<file path="src/rtl/rx_deferred_pkg.sv">
package rx_deferred_pkg;

  typedef enum logic [2:0] {
    ST_IDLE,
    ST_START,
    ST_DATA,
    ST_STOP1,
    ST_STOP2
  } rx_state_e;

  localparam int STAT_W     = 8;
  localparam int BIT_AVAIL  = 7;
  localparam int BIT_BREAK  = 3;
  localparam int BIT_OVRUN  = 1;
  localparam int BIT_FRAME  = 0;

  function automatic logic [STAT_W-1:0] pack_status(
    input logic avail, input logic brk, input logic ovr, input logic fe);
    logic [STAT_W-1:0] s;
    s = '0;
    s[BIT_AVAIL] = avail;
    s[BIT_BREAK] = brk;
    s[BIT_OVRUN] = ovr;
    s[BIT_FRAME] = fe;
    return s;
  endfunction

  function automatic logic frame_bad(input logic stop_val);
    return !stop_val;
  endfunction

endpackage

</file>
<file path="src/rtl/rx_sync.sv">
module rx_sync #(
  parameter int   STAGES  = 2,
  parameter logic RST_VAL = 1'b1
) (
  input  logic clk,
  input  logic rst,
  input  logic d_async,
  output logic q_sync
);
  logic [STAGES-1:0] chain_q;

  genvar g;
  generate
    for (g = 0; g < STAGES; g++) begin : g_stage
      always_ff @(posedge clk) begin
        if (rst) chain_q[g] <= RST_VAL;
        else if (g == 0) chain_q[g] <= d_async;
        else chain_q[g] <= chain_q[(g == 0) ? 0 : g-1];
      end
    end
  endgenerate

  assign q_sync = chain_q[STAGES-1];
endmodule

</file>
<file path="src/rtl/rx_framer.sv">
module rx_framer
  import rx_deferred_pkg::*;
#(
  parameter int DATA_BITS = 8,
  parameter int OSR       = 16
) (
  input  logic                 clk,
  input  logic                 rst,
  input  logic                 tick,
  input  logic                 rx_s,
  input  logic                 two_stop,
  output logic                 done,
  output logic [DATA_BITS-1:0] done_data,
  output logic                 done_fe,
  output logic                 done_brk
);
  localparam int CNT_W = $clog2(OSR);
  localparam int IDX_W = (DATA_BITS > 1) ? $clog2(DATA_BITS) : 1;
  localparam logic [CNT_W-1:0] MID_CNT  = CNT_W'(OSR/2 - 1);
  localparam logic [CNT_W-1:0] LAST_CNT = CNT_W'(OSR - 1);
  localparam logic [IDX_W-1:0] LAST_IDX = IDX_W'(DATA_BITS - 1);

  rx_state_e            state_q;
  logic [CNT_W-1:0]     cnt_q;
  logic [IDX_W-1:0]     idx_q;
  logic [DATA_BITS-1:0] shift_q;
  logic                 armed_q;
  logic                 stop1_q;
  logic                 done_q, fe_q, brk_q;
  logic [DATA_BITS-1:0] data_q;

  // Named internal events
  logic start_seen;
  logic start_check;
  logic bit_centre;
  logic frame_end;
  logic stop_val;

  assign start_seen  = (state_q == ST_IDLE) && armed_q && !rx_s;
  assign start_check = tick && (state_q == ST_START) && (cnt_q == MID_CNT);
  assign bit_centre  = tick && (cnt_q == LAST_CNT);
  assign frame_end   = bit_centre &&
                       (((state_q == ST_STOP1) && !two_stop) || (state_q == ST_STOP2));
  assign stop_val    = (state_q == ST_STOP2) ? stop1_q : rx_s;

  always_ff @(posedge clk) begin
    if (rst) begin
      state_q <= ST_IDLE;
      cnt_q   <= '0;
      idx_q   <= '0;
      shift_q <= '0;
      armed_q <= 1'b0;
      stop1_q <= 1'b1;
      done_q  <= 1'b0;
      fe_q    <= 1'b0;
      brk_q   <= 1'b0;
      data_q  <= '0;
    end else begin
      done_q <= 1'b0;
      if (frame_end) begin
        done_q  <= 1'b1;
        data_q  <= shift_q;
        fe_q    <= frame_bad(stop_val);
        brk_q   <= frame_bad(stop_val) && (shift_q == '0);
        state_q <= ST_IDLE;
        armed_q <= 1'b0;
        cnt_q   <= '0;
      end else begin
        unique case (state_q)
          ST_IDLE: begin
            if (rx_s) armed_q <= 1'b1;
            else if (start_seen) begin
              state_q <= ST_START;
              cnt_q   <= '0;
            end
          end
          ST_START: begin
            if (start_check) begin
              cnt_q   <= '0;
              idx_q   <= '0;
              state_q <= rx_s ? ST_IDLE : ST_DATA;
            end else if (tick) cnt_q <= cnt_q + 1'b1;
          end
          ST_DATA: begin
            if (bit_centre) begin
              shift_q <= {rx_s, shift_q[DATA_BITS-1:1]};
              cnt_q   <= '0;
              if (idx_q == LAST_IDX) state_q <= ST_STOP1;
              else idx_q <= idx_q + 1'b1;
            end else if (tick) cnt_q <= cnt_q + 1'b1;
          end
          ST_STOP1: begin
            if (bit_centre) begin
              stop1_q <= rx_s;
              cnt_q   <= '0;
              state_q <= ST_STOP2;
            end else if (tick) cnt_q <= cnt_q + 1'b1;
          end
          ST_STOP2: begin
            if (tick) cnt_q <= cnt_q + 1'b1;
          end
          default: state_q <= ST_IDLE;
        endcase
      end
    end
  end

  assign done      = done_q;
  assign done_data = data_q;
  assign done_fe   = fe_q;
  assign done_brk  = brk_q;

  // completion is a single-cycle event
  a_r2_done_pulse: assert property (@(posedge clk) disable iff (rst)
    done_q |=> !done_q);

  // without a return to high the receiver cannot leave idle
  a_r11_rearm: assert property (@(posedge clk) disable iff (rst)
    (state_q == ST_IDLE && !armed_q && !rx_s) |=> state_q == ST_IDLE);

  // a break is always also a framing error
  a_r11_brk_is_fe: assert property (@(posedge clk) disable iff (rst)
    (done_q && brk_q) |-> fe_q);

  // a start that is high at its centre is abandoned
  a_r12_false_start: assert property (@(posedge clk) disable iff (rst)
    (start_check && rx_s) |=> (state_q == ST_IDLE && !done_q));
endmodule

</file>
<file path="src/rtl/rx_status_regs.sv">
module rx_status_regs #(
  parameter int DATA_BITS = 8
) (
  input  logic                 clk,
  input  logic                 rst,
  input  logic                 done,
  input  logic [DATA_BITS-1:0] done_data,
  input  logic                 done_fe,
  input  logic                 done_brk,
  input  logic                 rd_data,
  input  logic                 rd_stat,
  output logic [DATA_BITS-1:0] data_out,
  output logic                 avail,
  output logic                 fe,
  output logic                 brk,
  output logic                 ovr,
  output logic                 irq
);
  logic [DATA_BITS-1:0] data_q, data_n;
  logic avail_q, avail_n, fe_q, fe_n, brk_q, brk_n, ovr_q, ovr_n;
  logic pend_q, pend_n, pbrk_q, pbrk_n, seen_q, seen_n, irq_q, irq_n;

  // Named events for the checks
  logic promote_ev, clear_ev, plain_rd_ev, load_ev, drop_ev;

  assign promote_ev  = rd_data && !ovr_q && pend_q;
  assign clear_ev    = rd_data && ovr_q && seen_q;
  assign plain_rd_ev = rd_data && !ovr_q && !pend_q;

  always_comb begin
    data_n  = data_q;
    avail_n = avail_q;
    fe_n    = fe_q;
    brk_n   = brk_q;
    ovr_n   = ovr_q;
    pend_n  = pend_q;
    pbrk_n  = pbrk_q;
    seen_n  = seen_q;
    irq_n   = irq_q;
    if (rd_data) irq_n = 1'b0;
    if (promote_ev) begin
      ovr_n  = 1'b1;
      brk_n  = pbrk_q;
      pend_n = 1'b0;
      pbrk_n = 1'b0;
      seen_n = 1'b0;
      irq_n  = 1'b1;
    end else if (clear_ev || plain_rd_ev) begin
      avail_n = 1'b0;
      fe_n    = 1'b0;
      brk_n   = 1'b0;
      ovr_n   = 1'b0;
      seen_n  = 1'b0;
    end
    if (rd_stat && ovr_q) seen_n = 1'b1;
    load_ev = done && !avail_n;
    drop_ev = done && avail_n && !ovr_n;
    if (load_ev) begin
      data_n  = done_data;
      avail_n = 1'b1;
      fe_n    = done_fe;
      brk_n   = done_brk;
      irq_n   = 1'b1;
    end else if (drop_ev) begin
      pend_n = 1'b1;
      pbrk_n = pbrk_q | done_brk;
    end
  end

  always_ff @(posedge clk) begin
    if (rst) begin
      data_q  <= '0;
      avail_q <= 1'b0;
      fe_q    <= 1'b0;
      brk_q   <= 1'b0;
      ovr_q   <= 1'b0;
      pend_q  <= 1'b0;
      pbrk_q  <= 1'b0;
      seen_q  <= 1'b0;
      irq_q   <= 1'b0;
    end else begin
      data_q  <= data_n;
      avail_q <= avail_n;
      fe_q    <= fe_n;
      brk_q   <= brk_n;
      ovr_q   <= ovr_n;
      pend_q  <= pend_n;
      pbrk_q  <= pbrk_n;
      seen_q  <= seen_n;
      irq_q   <= irq_n;
    end
  end

  assign data_out = data_q;
  assign avail    = avail_q;
  assign fe       = fe_q;
  assign brk      = brk_q;
  assign ovr      = ovr_q;
  assign irq      = irq_q;

  // a completion while a byte is held leaves the data untouched
  a_r6_keep_byte: assert property (@(posedge clk) disable iff (rst)
    (done && avail_q && !rd_data) |=> $stable(data_q));

  // overrun only becomes visible on a data read
  a_r6_hidden: assert property (@(posedge clk) disable iff (rst)
    (!ovr_q && !rd_data) |=> !ovr_q);

  // a read exposing a hidden overrun keeps the byte flagged and the interrupt high
  a_r7_reveal: assert property (@(posedge clk) disable iff (rst)
    promote_ev |=> (ovr_q && avail_q && irq_q && $stable(data_q)));

  // status read then data read clears the error state
  a_r9_clear: assert property (@(posedge clk) disable iff (rst)
    (clear_ev && !done) |=> (!avail_q && !ovr_q && !brk_q && !fe_q && !irq_q));

  // an ordinary read drops the interrupt
  a_r3_irq_drop: assert property (@(posedge clk) disable iff (rst)
    (plain_rd_ev && !done) |=> (!irq_q && !avail_q));

  // a data read without a status read keeps the overrun visible
  a_r10_keep_ovr: assert property (@(posedge clk) disable iff (rst)
    (rd_data && ovr_q && !seen_q && !rd_stat) |=> (ovr_q && avail_q));
endmodule

</file>
<file path="src/rtl/rx_deferred_top.sv">
module rx_deferred_top
  import rx_deferred_pkg::*;
#(
  parameter int DATA_BITS   = 8,
  parameter int OSR         = 16,
  parameter int SYNC_STAGES = 2
) (
  input  logic                 clk,
  input  logic                 rst,
  input  logic                 os_tick,
  input  logic                 rx_line,
  input  logic                 two_stop,
  input  logic                 rd_data,
  input  logic                 rd_stat,
  output logic [DATA_BITS-1:0] data_out,
  output logic [STAT_W-1:0]    status_out,
  output logic                 irq
);
  logic                 rx_s;
  logic                 done, done_fe, done_brk;
  logic [DATA_BITS-1:0] done_data;
  logic                 avail, fe, brk, ovr;

  rx_sync #(.STAGES(SYNC_STAGES), .RST_VAL(1'b1)) sync_i (
    .clk(clk), .rst(rst), .d_async(rx_line), .q_sync(rx_s));

  rx_framer #(.DATA_BITS(DATA_BITS), .OSR(OSR)) framer_i (
    .clk(clk), .rst(rst), .tick(os_tick), .rx_s(rx_s), .two_stop(two_stop),
    .done(done), .done_data(done_data), .done_fe(done_fe), .done_brk(done_brk));

  rx_status_regs #(.DATA_BITS(DATA_BITS)) regs_i (
    .clk(clk), .rst(rst), .done(done), .done_data(done_data),
    .done_fe(done_fe), .done_brk(done_brk), .rd_data(rd_data), .rd_stat(rd_stat),
    .data_out(data_out), .avail(avail), .fe(fe), .brk(brk), .ovr(ovr), .irq(irq));

  assign status_out = pack_status(avail, brk, ovr, fe);

  // reset leaves every output cleared
  a_r1_reset: assert property (@(posedge clk)
    rst |=> (status_out == '0 && !irq && data_out == '0));

  // a pending flag without a waiting byte is impossible
  a_r4_flags_need_data: assert property (@(posedge clk) disable iff (rst)
    (fe || brk || ovr) |-> avail);
endmodule

</file>
<file path="config.mk">
export PLATFORM = sky130hd
export DESIGN_NAME = rx_deferred_top
export DESIGN_NICKNAME = d
export VERILOG_FILES = /design/src/rtl/rx_deferred_pkg.sv /design/src/rtl/rx_sync.sv /design/src/rtl/rx_framer.sv /design/src/rtl/rx_status_regs.sv /design/src/rtl/rx_deferred_top.sv
export SDC_FILE = /design/constraint.sdc
export NUM_CORES = 1
export LEC_CHECK = 0
export ABC_AREA = 1
export BUFFER_PORTS_ARGS = -buffer_cell sky130_fd_sc_hd__buf_2
export CORE_ASPECT_RATIO = 1.5
export CORE_MARGIN = 2
export CORE_UTILIZATION = 25
export DETAILED_ROUTE_END_ITERATION = 10
export PLACE_DENSITY = 0.52
export SETUP_SLACK_MARGIN = 0.02
export SYNTH_ARGS = -nofsm -noshare
export SYNTH_HDL_FRONTEND = slang
export SYNTH_SLANG_ARGS = --single-unit
</file>
<file path="constraint.sdc">
create_clock -name clk -period 4.33 [get_ports clk]
set_clock_uncertainty 0.15 [all_clocks]
set_input_delay 1.299 -clock clk [delete_from_list [all_inputs] [get_ports clk]]
set_output_delay 1.299 -clock clk [all_outputs]
set_load 0.02 [all_outputs]
</file>
; Yosys cells after proc, flatten, opt, wreduce, memory -nomap -nowiden
; Cells that the tools add are included.
[classes]
muxes = 41
add_sub_neg = 2
bitwise_logic = 3
reduce_logical = 43
n_eq_ne = 15
[op_table]
columns = cell, count
row1 = $mux W3, 9
row2 = $mux W1, 23
row3 = $mux W4, 5
row4 = $logic_and A1 B1 Y1, 17
row5 = $pmux W4 S4, 1
row6 = $pmux W3 S5, 1
row7 = $ne A2 B1 Y1 const B, 5
row8 = $reduce_and A3 Y1, 3
row9 = $reduce_bool A3 Y1, 3
row10 = $logic_not A8 Y1, 1
row11 = $logic_not A1 Y1, 7
row12 = $reduce_and A7 Y1, 1
row13 = $eq A3 B2 Y1 const B, 2
row14 = $eq A3 B3 Y1 const B, 2
row15 = $ne A2 B2 Y1 const B, 3
row16 = $pmux W3 S2, 1
row17 = $reduce_and A5 Y1, 1
row18 = $add A4 B1 Y4 const B, 1
row19 = $eq A4 B3 Y1 const B, 1
row20 = $eq A4 B4 Y1 const B, 1
row21 = $reduce_and A2 Y1, 2
row22 = $reduce_bool A2 Y1, 2
row23 = $reduce_bool A4 Y1, 1
row24 = $reduce_or A2 Y1, 2
row25 = other kinds (7), 9
[word_totals]
output_inout_bits = 17
reg_bits = 49
in_bits = 7

; Logic depth before layout (Yosys ltp)
; Gate-level depths: netlist of the first run.
[depth]
depth_word = 10
mapped_depth = 11
mapped_depth_nobuf = 10

; By module
; Synthesis of the first run repeated with hierarchy kept, for this count alone.
[hier_totals]
hier_cells = 327
area_unflattened_um2 = 2317.2
[by_module_without_submodules]
columns = mod, seq_area_each_um2, n_inst, area_each_um2, cells_per_inst
row1 = rx_framer, 620.6, 1, 1426.4, 207
row2 = rx_status_regs, 320.3, 1, 768.2, 104
row3 = rx_deferred_top, 0.0, 1, 63.8, 9
row4 = rx_sync, 40.0, 1, 58.8, 7

; Worst setup path after synthesis of the first run
; Ideal clock, no wire load.
[synth_path]
path_type = input -> register
from = in os_tick
to = reg framer_i.shift_q[0]
setup_ns = 0.119
path_stages = 6
arrival_time_ns = 2.004
path_slack_ns = 2.056
required_ns = 4.061
path_buffers = 1
cell_sequence = nand4_2 inv_1 nand2_1 buf_6 o21ai_0 a21oi_1
[synth_via]
elab_chain_len = 4
[synth_rtl]
columns = element, line
row1 = start: declaration, rx_deferred_top.sv:10  ; input logic os_tick,
row2 = $logic_and A1 B1 Y1 (*), rx_framer.sv:41  ; assign bit_centre = tick && (cnt_q == LAST_CNT);
row3 = $logic_and A1 B1 Y1, rx_framer.sv:42  ; assign frame_end = bit_centre &&
row4 = $not A1 Y1 (no line), -
row5 = $reduce_and A3 Y1 (no line) (*), -
row6 = end signal: assignment, rx_framer.sv:86  ; shift_q <= {rx_s, shift_q[DATA_BITS-1:1]};
row7 = end: declaration, rx_framer.sv:26  ; logic [DATA_BITS-1:0] shift_q;
; Mark *: on every way between the ends. The rest lies on a longest branch, timed or not.
; A chain may end at the register's enable or synchronous reset.

; Worst setup path after layout of the first run
[layout_path]
from = in rd_data
to = reg regs_i.brk_q, in the netlist regs_i.brk
[layout_via]
elab_chain_len = 8
[layout_rtl]
columns = element, line
row1 = start: declaration, rx_deferred_top.sv:13  ; input logic rd_data,
row2 = $logic_and A1 B1 Y1 (on tied branches), "rx_status_regs.sv:27, rx_status_regs.sv:26, rx_status_regs.sv:28"
row3 = $logic_and A1 B1 Y1 (on tied branches), "rx_status_regs.sv:27, rx_status_regs.sv:28"
row4 = $logic_or A1 B1 Y1, rx_status_regs.sv:48  ; end else if (clear_ev || plain_rd_ev) begin
row5 = $mux W1, rx_status_regs.sv:48
row6 = $mux W1, rx_status_regs.sv:41  ; if (promote_ev) begin
row7 = $logic_not A1 Y1, rx_status_regs.sv:56  ; load_ev = done && !avail_n;
row8 = $logic_and A1 B1 Y1, rx_status_regs.sv:56
row9 = $reduce_bool A3 Y1 (no line) or $mux W1 (tied branches), -
row10 = end signal: assignment, rx_status_regs.sv:85  ; brk_q <= brk_n;
row11 = end: declaration, rx_status_regs.sv:20  ; logic avail_q, avail_n, fe_q, fe_n, brk_q, brk_n, ovr_q, ovr_n;
; Parallel ways exist; a longest one is shown, timed or not.

==> flow_summary_export.csv, run 1 <==
group,metric,value,unit
run_status,status,"complete, no violations",
worst_setup_path,worstSetupEndpointType,"flop",
timing,finalWorstSetupSlack,1.849,ns
worst_setup_path,timing.critical_path.mode_cell,"nand2_1",
worst_setup_path,crit_path_top_delay_cell,"inv_1",
floorplanning,io_pins,24,
place,io_buffer_count,19,
global_routing,grt_pass1_wl,7.997,mm
global_routing,remaining_global_route_overflow,0,
finish,fill_cells,943,
drt,final_antenna_net_count,0,
drt,route.final.wire_length,4.624,mm
global_routing,groute.usage.overall,0.1079,
power_and_ir_drop,post-layout-total-power,1.008,mW
place,placed_area,0.002310,sq mm
timing,worstMarginPinSlew,0.5977,ns
floorplanning,die_outline_area,0.009549,sq mm
floorplanning,initial_util,0.2590,
power_and_ir_drop,power_per_unit_of_standard_cell_area,411.6,mW/mm^2
place,detailed_place_hpwl,3.647,mm
power_and_ir_drop,p_leak,1.076,nW
logic_synthesis,seq_area_frac_synth,0.4475,
logic_synthesis,synth_enable_flop_cells,0,
clock_network,cts-root-to-sink-buffers,2,
clock_network,tritoncts_clock_tree,"done",
worst_setup_path,startpoint_type,"primary input",
logic_synthesis,ys.warnings.count,0,
timing,timing_hold_violations_final,0,
clock_network,numClockSinks,49,
worst_setup_path,r2r_cells,6,
finish,num_antenna_cells,0,
clock_network,post_cts_resized,0,
clock_network,cts-hold-fix-buffers,0,
worst_setup_path,critical_path.cell_chain,"buf_2, nand3_1, nand3_1, nand2_1, inv_1, nand2_1, nand2_1, nor2_1, nor2_1",
worst_setup_path,worstPathRequired,4.40,ns
finish,fin_cells,421,
drt,post_detailed_route_wirelength_per_cell,10.98,um
clock_network,clock_buffers_created_by_tritoncts,5,
clock_network,cts_root_buf,"clkbuf_16",
timing,hold_ws,0.2584,ns
finish,stdcell_area,0.002449,sq mm
global_routing,maximum_number_of_pins_on_one_net_before_global_route_repair,23,
finish,syn_to_final_growth,11.70,%
place,gp_congestion,0.7393,
drt,drc,0,
logic_synthesis,ys.flop_type,"dfxtp_1",
clock_network,h-tree-depth,2,
worst_setup_path,crit_path_max_fanout,12,
power_and_ir_drop,irDropWorstVdd,236.1,uV
place,dp_worst_setup_slack,1.523,ns
floorplanning,die-width,80.46,um
floorplanning,placeableCoreArea,0.008464,sq mm
floorplanning,overall_die_height,118.7,um
timing,rsz0062_at_grt,"false",
timing,max_slew_violation_total_from_the_final_report,0,
hold_path,worst_hold_path.num_cells,1,
worst_setup_path,timing.critical_path.slowest_cell_delay,0.37,ns
timing,finalSetupTns,0,ns
timing,worst_slew_margin_rel,0.6011,
flow_run,maxCapViolCount,0,
logic_synthesis,ys_ff_latch,49,
logic_synthesis,synthCells,301,
finish,drive_above_1_share,0.1306,
global_routing,grt_pass1_vias,1763,
logic_synthesis,synth.avg_cell_area,7.283,sq um
global_routing,grt_antenna_before_repair,0,
timing,min_period_over_period,0.5730,
clock_network,cts.clk_slew.worst_paths,0.06,ns
clock_network,worstSkewPairLatency,0.28,ns
drt,route.vias.total,1805,
timing,final_setup_violation_count,0,
finish,final_nets,323,
finish,final_util,0.2893,
clock_network,post_cts.repair.setup_buffers,0,
floorplanning,core.rowCount,41,
timing,final.min_clock_period,2.481,ns
worst_setup_path,worst-setup-path-type,"primary input to flop",
drt,dr.pass1.iters,4,
timing,maxClockFrequency,0.4030,GHz
drt,drt-vias-per-instance,4.287,
worst_setup_path,cp.arrival,2.55,ns
hold_path,hold_class,"flop to flop",
logic_synthesis,synth.cell_area,0.002192,sq mm
place,placed_cells,413,
logic_synthesis,synth_cell_types,31,
drt,first_iter_violations,83,
logic_synthesis,ys_async_sr_fraction,0,
==> power by group <==
part | total, mW | internal [mW] | switching, mW
combinational | 0.154 | 0.0482 | 0.106
sequential | 0.486 | 0.466 | 0.0202
clock | 0.368 | 0.212 | 0.156
total | 1.01 | 0.726 | 0.282
==> cell usage after synthesis (3+ instances only) <==
| library cell | n | area [sq um] |
|---|---|---|
| a21oi_1 | 21 | 105.1 |
| nor2_1 | 37 | 138.9 |
| dfxtp_1 | 49 | 980.9 |
| nand3_1 | 20 | 100.1 |
| nand2_1 | 57 | 214.0 |
| buf_6 | 3 | 33.78 |
| o21ai_0 | 30 | 150.1 |
| ha_1 | 3 | 37.54 |
| inv_2 | 3 | 11.26 |
| buf_4 | 9 | 67.56 |
| nor2_2 | 3 | 18.77 |
| clkbuf_1 | 3 | 11.26 |
| inv_1 | 38 | 142.6 |
| or2_2 | 3 | 18.77 |
==> metal layers <==
layer	up-vias	track usage	part of all wire
met5	-	0	0
met4	0	0.04873	0.026
met3	7	0.02672	0.024
met2	22	0.1865	0.53
met1	809	0.1221	0.42
li1	967	-	-
==> registers in the layout (all words and copies together), names as in the netlist, 3 cells and up <==
signal,count
framer_i.idx_q,3
framer_i.done_data,8
framer_i.state_q,3
framer_i.shift_q,8
framer_i.cnt_q,4
regs_i.data_out,8
==> path summary, 6_finish.rpt <==
kind	startpoint	slack [ns]	endpoint
setup / recovery	rd_data	1.85	regs_i.brk
hold / removal	sync_i.chain_q[0]	0.26	sync_i.q_sync
setup reg to reg	framer_i.cnt_q[0]	2.47	framer_i.shift_q[7]
hold reg to reg	sync_i.chain_q[0]	0.26	sync_i.q_sync
==> area by class of cell <==
type                       instances  area, sq um  share of cell area
sequential                        49        980.9              0.4006
multi-input combinational        197        945.9              0.3863
inverter                          41        153.9             0.06285
tap                              107        133.9             0.05468
clock buffer                       6        128.9             0.05263
timing repair buffer              19        95.09             0.03883
clock inverter                     2        10.01            0.004088
==> kinds of logic (layout without fill, tap and decap cells) <==
kind of cell | Yosys count | in the layout | share of synthesized area
DFF | 49 | 49 | 0.4475
adders and majority gates | 3 | 3 | 0.01713
buffers and inverters | 58 | 68 | 0.1261
AOI/OAI and AO/OA | 57 | 57 | 0.1381
other | 1 | 4 | 0.001711
and+or+nand+nor | 132 | 132 | 0.2654
xor gates and xnor gates | 1 | 1 | 0.003996
==> placed cells by master (no fill, tap or decap), types with 3 or more instances in the layout <==
master	synthesis	routed
or2_2	3	3
nor2_1	37	37
nand2_1	57	57
a21oi_1	21	21
ha_1	3	3
nand3_1	20	20
conb_1	1	4
inv_1	38	38
buf_2	2	19
o21ai_0	30	30
dfxtp_1	49	49
clkbuf_16	0	5
inv_2	3	3
nor2_2	3	3
==> worst max-delay path, delay by kind of cell <==
family	cells	cell delay (ns)
AND/OR/NAND/NOR	7	0.75
buffers and inverters	2	0.50
Power figures use the tool's default switching activity.
==> run 2, diff against run 1 <==
--- a/config.mk
+++ b/config.mk
@@ -11,7 +11,7 @@
 export CORE_MARGIN = 2
 export CORE_UTILIZATION = 25
 export DETAILED_ROUTE_END_ITERATION = 10
-export PLACE_DENSITY = 0.52
+export PLACE_DENSITY = 0.53
 export SETUP_SLACK_MARGIN = 0.02
 export SYNTH_ARGS = -nofsm -noshare
 export SYNTH_HDL_FRONTEND = slang
==> constraint.sdc (replaced) <==
create_clock -name clk -period 2.15 [get_ports clk]
set_clock_uncertainty 0.15 [all_clocks]
set_input_delay 0.645 -clock clk [delete_from_list [all_inputs] [get_ports clk]]
set_output_delay 0.645 -clock clk [all_outputs]
set_load 0.02 [all_outputs]
==> flow_summary_export.csv, run 2 (synthesized netlist as in run 1, its figures left out) <==
group,metric,value,unit
floorplanning,core.rowCount,41,
power_and_ir_drop,irDropWorstVdd,309.9,uV
worst_setup_path,reg2reg_to,"framer_i.shift_q[5]",
global_routing,remaining_global_route_overflow,0,
place,gp_congestion,0.7605,
worst_setup_path,r2r_cells,6,
clock_network,cts-hold-fix-buffers,0,
drt,route.final.wire_length,4.767,mm
worst_setup_path,crit_path_max_fanout,16,
clock_network,cts-root-to-sink-buffers,2,
worst_setup_path,critical_path.reg2reg.startpoint,"framer_i.cnt_q[0]",
power_and_ir_drop,pwr-share-comb,0.142,
timing,final.min_clock_period,1.810,ns
power_and_ir_drop,clockPowerShare,0.415,
floorplanning,io_pins,24,
global_routing,grt_antenna_before_repair,0,
floorplanning,placeableCoreArea,0.008464,sq mm
drt,first_iter_violations,91,
finish,syn_to_final_growth,14.61,%
clock_network,worstSkewPairLatency,0.29,ns
finish,final_nets,327,
clock_network,cts_root_buf,"clkbuf_16",
power_and_ir_drop,sequentialPowerShare,0.443,
timing,hold_ws,0.2576,ns
worst_setup_path,crit_path_top_delay_cell,"dfxtp_1",
place,io_buffer_count,19,
run_status,status,"complete, no violations",
hold_path,hold_class,"flop to flop",
clock_network,h-tree-depth,2,
power_and_ir_drop,power_switching,588.3,uW
timing,final_setup_violation_count,0,
floorplanning,overall_die_height,118.7,um
global_routing,grt_pass1_vias,1753,
finish,num_antenna_cells,0,
clock_network,post_cts.repair.setup_buffers,0,
global_routing,grt_pass1_wl,8.073,mm
power_and_ir_drop,power_per_unit_of_standard_cell_area,878.2,mW/mm^2
drt,final_antenna_net_count,0,
drt,drt-vias-per-instance,4.414,
clock_network,tritoncts_clock_tree,"done",
finish,drive_above_1_share,0.1415,
worst_setup_path,worstPathRequired,2.16,ns
worst_setup_path,timing.critical_path.slowest_cell_delay,0.38,ns
worst_setup_path,startpoint_type,"flop",
timing,rsz0062_at_grt,"false",
clock_network,clock_buffers_created_by_tritoncts,5,
timing,finalSetupTns,0,ns
finish,most_common_library_cell_in_the_layout_ignoring_fill_and_taps,"nand2_1",
worst_setup_path,crit_start,"framer_i.cnt_q[0]",
worst_setup_path,crit_buf_inv,1,
clock_network,numClockSinks,49,
drt,post_detailed_route_wirelength_per_cell,11.22,um
power_and_ir_drop,power.internal,1.618,mW
timing,timing_hold_violations_final,0,
finish,fill_cells,939,
timing,max_slew_violation_total_from_the_final_report,0,
drt,route.vias.total,1876,
floorplanning,initial_util,0.2590,
worst_setup_path,worst-setup-path-type,"flop to flop",
timing,min_period_over_period,0.8416,
place,detailed_place_hpwl,3.539,mm
worst_setup_path,setup.reg_to_reg.worst_slack,0.34,ns
drt,drc,0,
floorplanning,die-width,80.46,um
worst_setup_path,critical_path.cell_chain,"ha_1, nand4_2, inv_1, nand2_1, o21ai_0, a21oi_1",
worst_setup_path,critical-path-top-delay-family,"simple AND/OR/NAND/NOR gates",
place,dp_worst_setup_slack,0.1954,ns
clock_network,cts.clk_slew.worst_paths,0.06,ns
floorplanning,die_outline_area,0.009549,sq mm
worst_setup_path,critical_path_end,"framer_i.shift_q[5]",
timing,finalWorstSetupSlack,0.3405,ns
global_routing,maximum_number_of_pins_on_one_net_before_global_route_repair,17,
drt,dr.pass1.iters,4,
clock_network,post_cts_resized,0,
worst_setup_path,worstSetupPathDepth,6,
flow_run,maxCapViolCount,0,
power_and_ir_drop,power.switching_fraction,0.2666,
timing,maxClockFrequency,0.5526,GHz
global_routing,groute.usage.overall,0.1099,
finish,mostFrequentLayoutCells,"nand2_1, dfxtp_1, inv_1, nor2_1, o21ai_0",
worst_setup_path,cp.arrival,1.82,ns
power_and_ir_drop,p_leak,1.108,nW
worst_setup_path,worstSetupEndpointType,"flop",
-- run 2: cell count changes in the layout (fill, tap and decap cells not counted), sizes merged --
cell,before,now
clkinv,2,0
clkbuf,6,7
buf,19,23
bufinv,0,1
-- run 2: power by group through the flow --
| stage | sequential [mW] | combinational [mW] | clock, mW |
|---|---|---|---|
| finish | 0.977 | 0.313 | 0.917 |
| global route | 0.983 | 0.365 | 0.966 |
| CTS | 0.977 | 0.316 | 0.944 |
| detailed placement | 0.997 | 0.315 | 0 |
| global placement | 0.996 | 0.313 | 0 |
| floorplan | 0.973 | 0.285 | 0 |
-- run 2: metal layers --
| layer | share of wire | vias to the layer above | wire, um | track usage |
|---|---|---|---|---|
| li1 | - | 980 | - | - |
| met1 | 0.42 | 866 | 1989 | 0.1192 |
| met2 | 0.53 | 22 | 2536 | 0.1932 |
| met3 | 0.022 | 8 | 106 | 0.02214 |
| met4 | 0.029 | 0 | 136 | 0.06144 |
| met5 | 0 | - | 0 | 0 |
-- run 2: cell type report --
type	instances	area (sq um)	share of cell area
repair buffers	23	125.1	0.04980
well taps	107	133.9	0.05329
multi-input cells	197	945.9	0.3765
inverters	41	153.9	0.06126
clock buffers	7	142.6	0.05677
clock inverters	1	30.03	0.01195
flip-flops and latches	49	980.9	0.3904
-- run 2: through the flow --
stage          area [sq um]  std cells  power [mW]    util
3_3_place_gp           2340        417       1.309  0.2764
2_1_floorplan          2203        304       1.258       -
4_1_cts                2512        425       2.236  0.2968
3_5_place_dp           2340        417       1.312  0.2764
6_report               2512        425       2.207  0.2968
5_1_grt                2512        425       2.314  0.2968
-- run 2: how the worst min path moves through the flow --
stage                            from             to  slack (ns)  depth (start not counted)
global placement    sync_i.chain_q[0]  sync_i.q_sync        0.24                          1
CTS                 sync_i.chain_q[0]  sync_i.q_sync        0.26                          1
finish              sync_i.chain_q[0]  sync_i.q_sync        0.26                          1
floorplan           sync_i.chain_q[0]  sync_i.q_sync        0.24                          1
detailed placement  sync_i.chain_q[0]  sync_i.q_sync        0.25                          1
global route        sync_i.chain_q[0]  sync_i.q_sync        0.29                          1
==> run 3, diff against run 2 <==
==> constraint.sdc (replaced) <==
create_clock -name clk -period 1.5 [get_ports clk]
set_clock_uncertainty 0.15 [all_clocks]
set_input_delay 0.45 -clock clk [delete_from_list [all_inputs] [get_ports clk]]
set_output_delay 0.45 -clock clk [all_outputs]
set_load 0.02 [all_outputs]
==> flow_summary_export.csv, run 3 (synthesized netlist as in run 1, its figures left out) <==
group,metric,value,unit
run_status,status,"complete, no violations",
worst_setup_path,critical_path.reg2reg.startpoint,"framer_i.cnt_q[1]",
power_and_ir_drop,clockPowerShare,0.341,
floorplanning,core.rowCount,41,
global_routing,grt_pass1_wl,8.631,mm
clock_network,h-tree-depth,2,
power_and_ir_drop,p_leak,1.233,nW
finish,mostFrequentLayoutCells,"nand2_1, dfxtp_1, inv_1, nor2_1, buf_4",
worst_setup_path,crit_start,"framer_i.cnt_q[1]",
worst_setup_path,timing.critical_path.slowest_cell_delay,0.35,ns
place,io_buffer_count,19,
clock_network,cts-root-to-sink-buffers,2,
drt,drt-vias-per-instance,4.331,
worst_setup_path,worstPathRequired,1.52,ns
floorplanning,placeableCoreArea,0.008464,sq mm
clock_network,clock_buffers_created_by_tritoncts,5,
drt,dr.pass1.iters,4,
clock_network,cts-hold-fix-buffers,0,
clock_network,cts_root_buf,"clkbuf_16",
global_routing,grt_pass1_vias,1947,
floorplanning,die_outline_area,0.009549,sq mm
floorplanning,die-width,80.46,um
global_routing,maximum_number_of_pins_on_one_net_before_global_route_repair,18,
power_and_ir_drop,pwr-share-comb,0.204,
worst_setup_path,timing.critical_path.mode_cell,"nor2_1",
drt,route.final.wire_length,5.067,mm
drt,drc,0,
floorplanning,io_pins,24,
finish,num_antenna_cells,0,
place,gp_congestion,0.8535,
timing,hold_ws,0.2165,ns
worst_setup_path,cp.arrival,1.49,ns
timing,rsz0062_at_grt,"true",
clock_network,tritoncts_clock_tree,"done",
timing,max_slew_violation_total_from_the_final_report,0,
timing,final_setup_violation_count,0,
finish,drive_above_1_share,0.3088,
floorplanning,overall_die_height,118.7,um
timing,finalSetupTns,0,ns
power_and_ir_drop,sequentialPowerShare,0.455,
hold_path,min-delay-start,"rx_line",
clock_network,cts.clk_slew.worst_paths,0.06,ns
worst_setup_path,crit_path_top_delay_cell,"dfxtp_2",
worst_setup_path,worstSetupEndpointType,"flop",
clock_network,numClockSinks,49,
worst_setup_path,critical_path.cell_chain,"ha_4, nand4_4, nand2_2, nand2_1, inv_2, nand3_1, nor2_1, nor2_1",
power_and_ir_drop,power.switching_fraction,0.2858,
drt,final_antenna_net_count,0,
finish,final_nets,349,
drt,post_detailed_route_wirelength_per_cell,11.34,um
timing,final.min_clock_period,1.465,ns
finish,syn_to_final_growth,28.65,%
worst_setup_path,setup.reg_to_reg.worst_slack,0.03,ns
hold_path,hold_class,"primary input to flop",
worst_setup_path,startpoint_type,"flop",
timing,timing_hold_violations_final,0,
drt,first_iter_violations,52,
global_routing,remaining_global_route_overflow,0,
place,detailed_place_hpwl,3.760,mm
global_routing,grt_antenna_before_repair,0,
power_and_ir_drop,power_per_unit_of_standard_cell_area,1099,mW/mm^2
global_routing,groute.usage.overall,0.1139,
finish,fill_cells,923,
timing,min_period_over_period,0.9767,
flow_run,maxCapViolCount,0,
finish,most_common_library_cell_in_the_layout_ignoring_fill_and_taps,"nand2_1",
timing,maxClockFrequency,0.6826,GHz
drt,route.vias.total,1936,
power_and_ir_drop,power.internal,2.213,mW
floorplanning,initial_util,0.2590,
worst_setup_path,crit_path_max_fanout,6,
power_and_ir_drop,irDropWorstVdd,443.9,uV
worst_setup_path,worst-setup-path-type,"flop to flop",
power_and_ir_drop,power_switching,885.3,uW
clock_network,worstSkewPairLatency,0.28,ns
-- run 3: changes by cell type in the layout (fill, tap and decap cells not counted), moves of 3 or more --
cell,before,now
nand2_2,2,9
nor2_1,37,33
buf_4,4,23
o21ai_0,30,15
nand2_1,57,47
dfxtp_2,0,6
dfxtp_1,49,42
inv_1,38,33
o21ai_1,1,12
o21ai_2,0,4
nand2_4,1,4
-- run 3: stage by stage --
step	util	cells	instance area, sq um	power (mW)	setup WS [ns]
after global routing	0.3332	447	2820	3.259	-0.03536
after global placement	0.2958	437	2504	1.979	-0.1542
after detailed placement	0.2958	437	2504	1.994	-0.1942
after floorplan	-	304	2217	1.808	0.02059
after CTS	0.3202	446	2710	3.097	0.02042
final	0.3332	447	2820	3.098	0.03496
-- run 3: area by class of cell --
cell class,instances,area (sq um),share of cell area
clock buffer,6,128.9,0.04570
clock inverter,2,10.01,0.003549
inverter,41,167.7,0.05945
multi-input combinational,197,1081,0.3833
sequential,49,992.2,0.3518
tap,107,133.9,0.04747
timing repair buffer,44,299.0,0.1060
timing repair inverter,1,7.507,0.002662
-- run 3: per-layer routing --
metal  vias up  track usage  part of all wire
met1       889       0.1242              0.41
met2        20       0.2094              0.55
li1       1019            -                 -
met3         8      0.01679             0.019
met5         -            0                 0
met4         0      0.05191             0.024
-- run 3: power by group through the flow --
| stage | clock network (mW) | registers [mW] | logic [mW] |
|---|---|---|---|
| after floorplan | 0 | 1.40 | 0.411 |
| after global placement | 0 | 1.42 | 0.560 |
| after detailed placement | 0 | 1.42 | 0.571 |
| after CTS | 1.10 | 1.41 | 0.595 |
| after global routing | 1.14 | 1.41 | 0.705 |
| final | 1.06 | 1.41 | 0.632 |
-- run 3: final timing paths --
| kind | to | cells past startpoint |
|---|---|---|
| setup reg to reg | framer_i.state_q[1] | 8 |
| hold reg to reg | sync_i.q_sync | 1 |
| hold / removal | sync_i.chain_q[0] | 2 |
| setup / recovery | framer_i.state_q[1] | 8 |
-- run 3: repair_timing --
action,in CTS,in global routing
gates resized for setup,20,43
setup buffers,0,1
cloned,1,0
setup endpoints to repair,32,28
pin swaps,2,3
-- run 3: worst max-delay path, delay by kind of cell (launching register included) --
family                     cells  cell delay, ns
and+or+nand+nor                6            0.59
DFF                            1            0.35
adders and majority gates      1            0.16
buffers and inverters          1            0.11
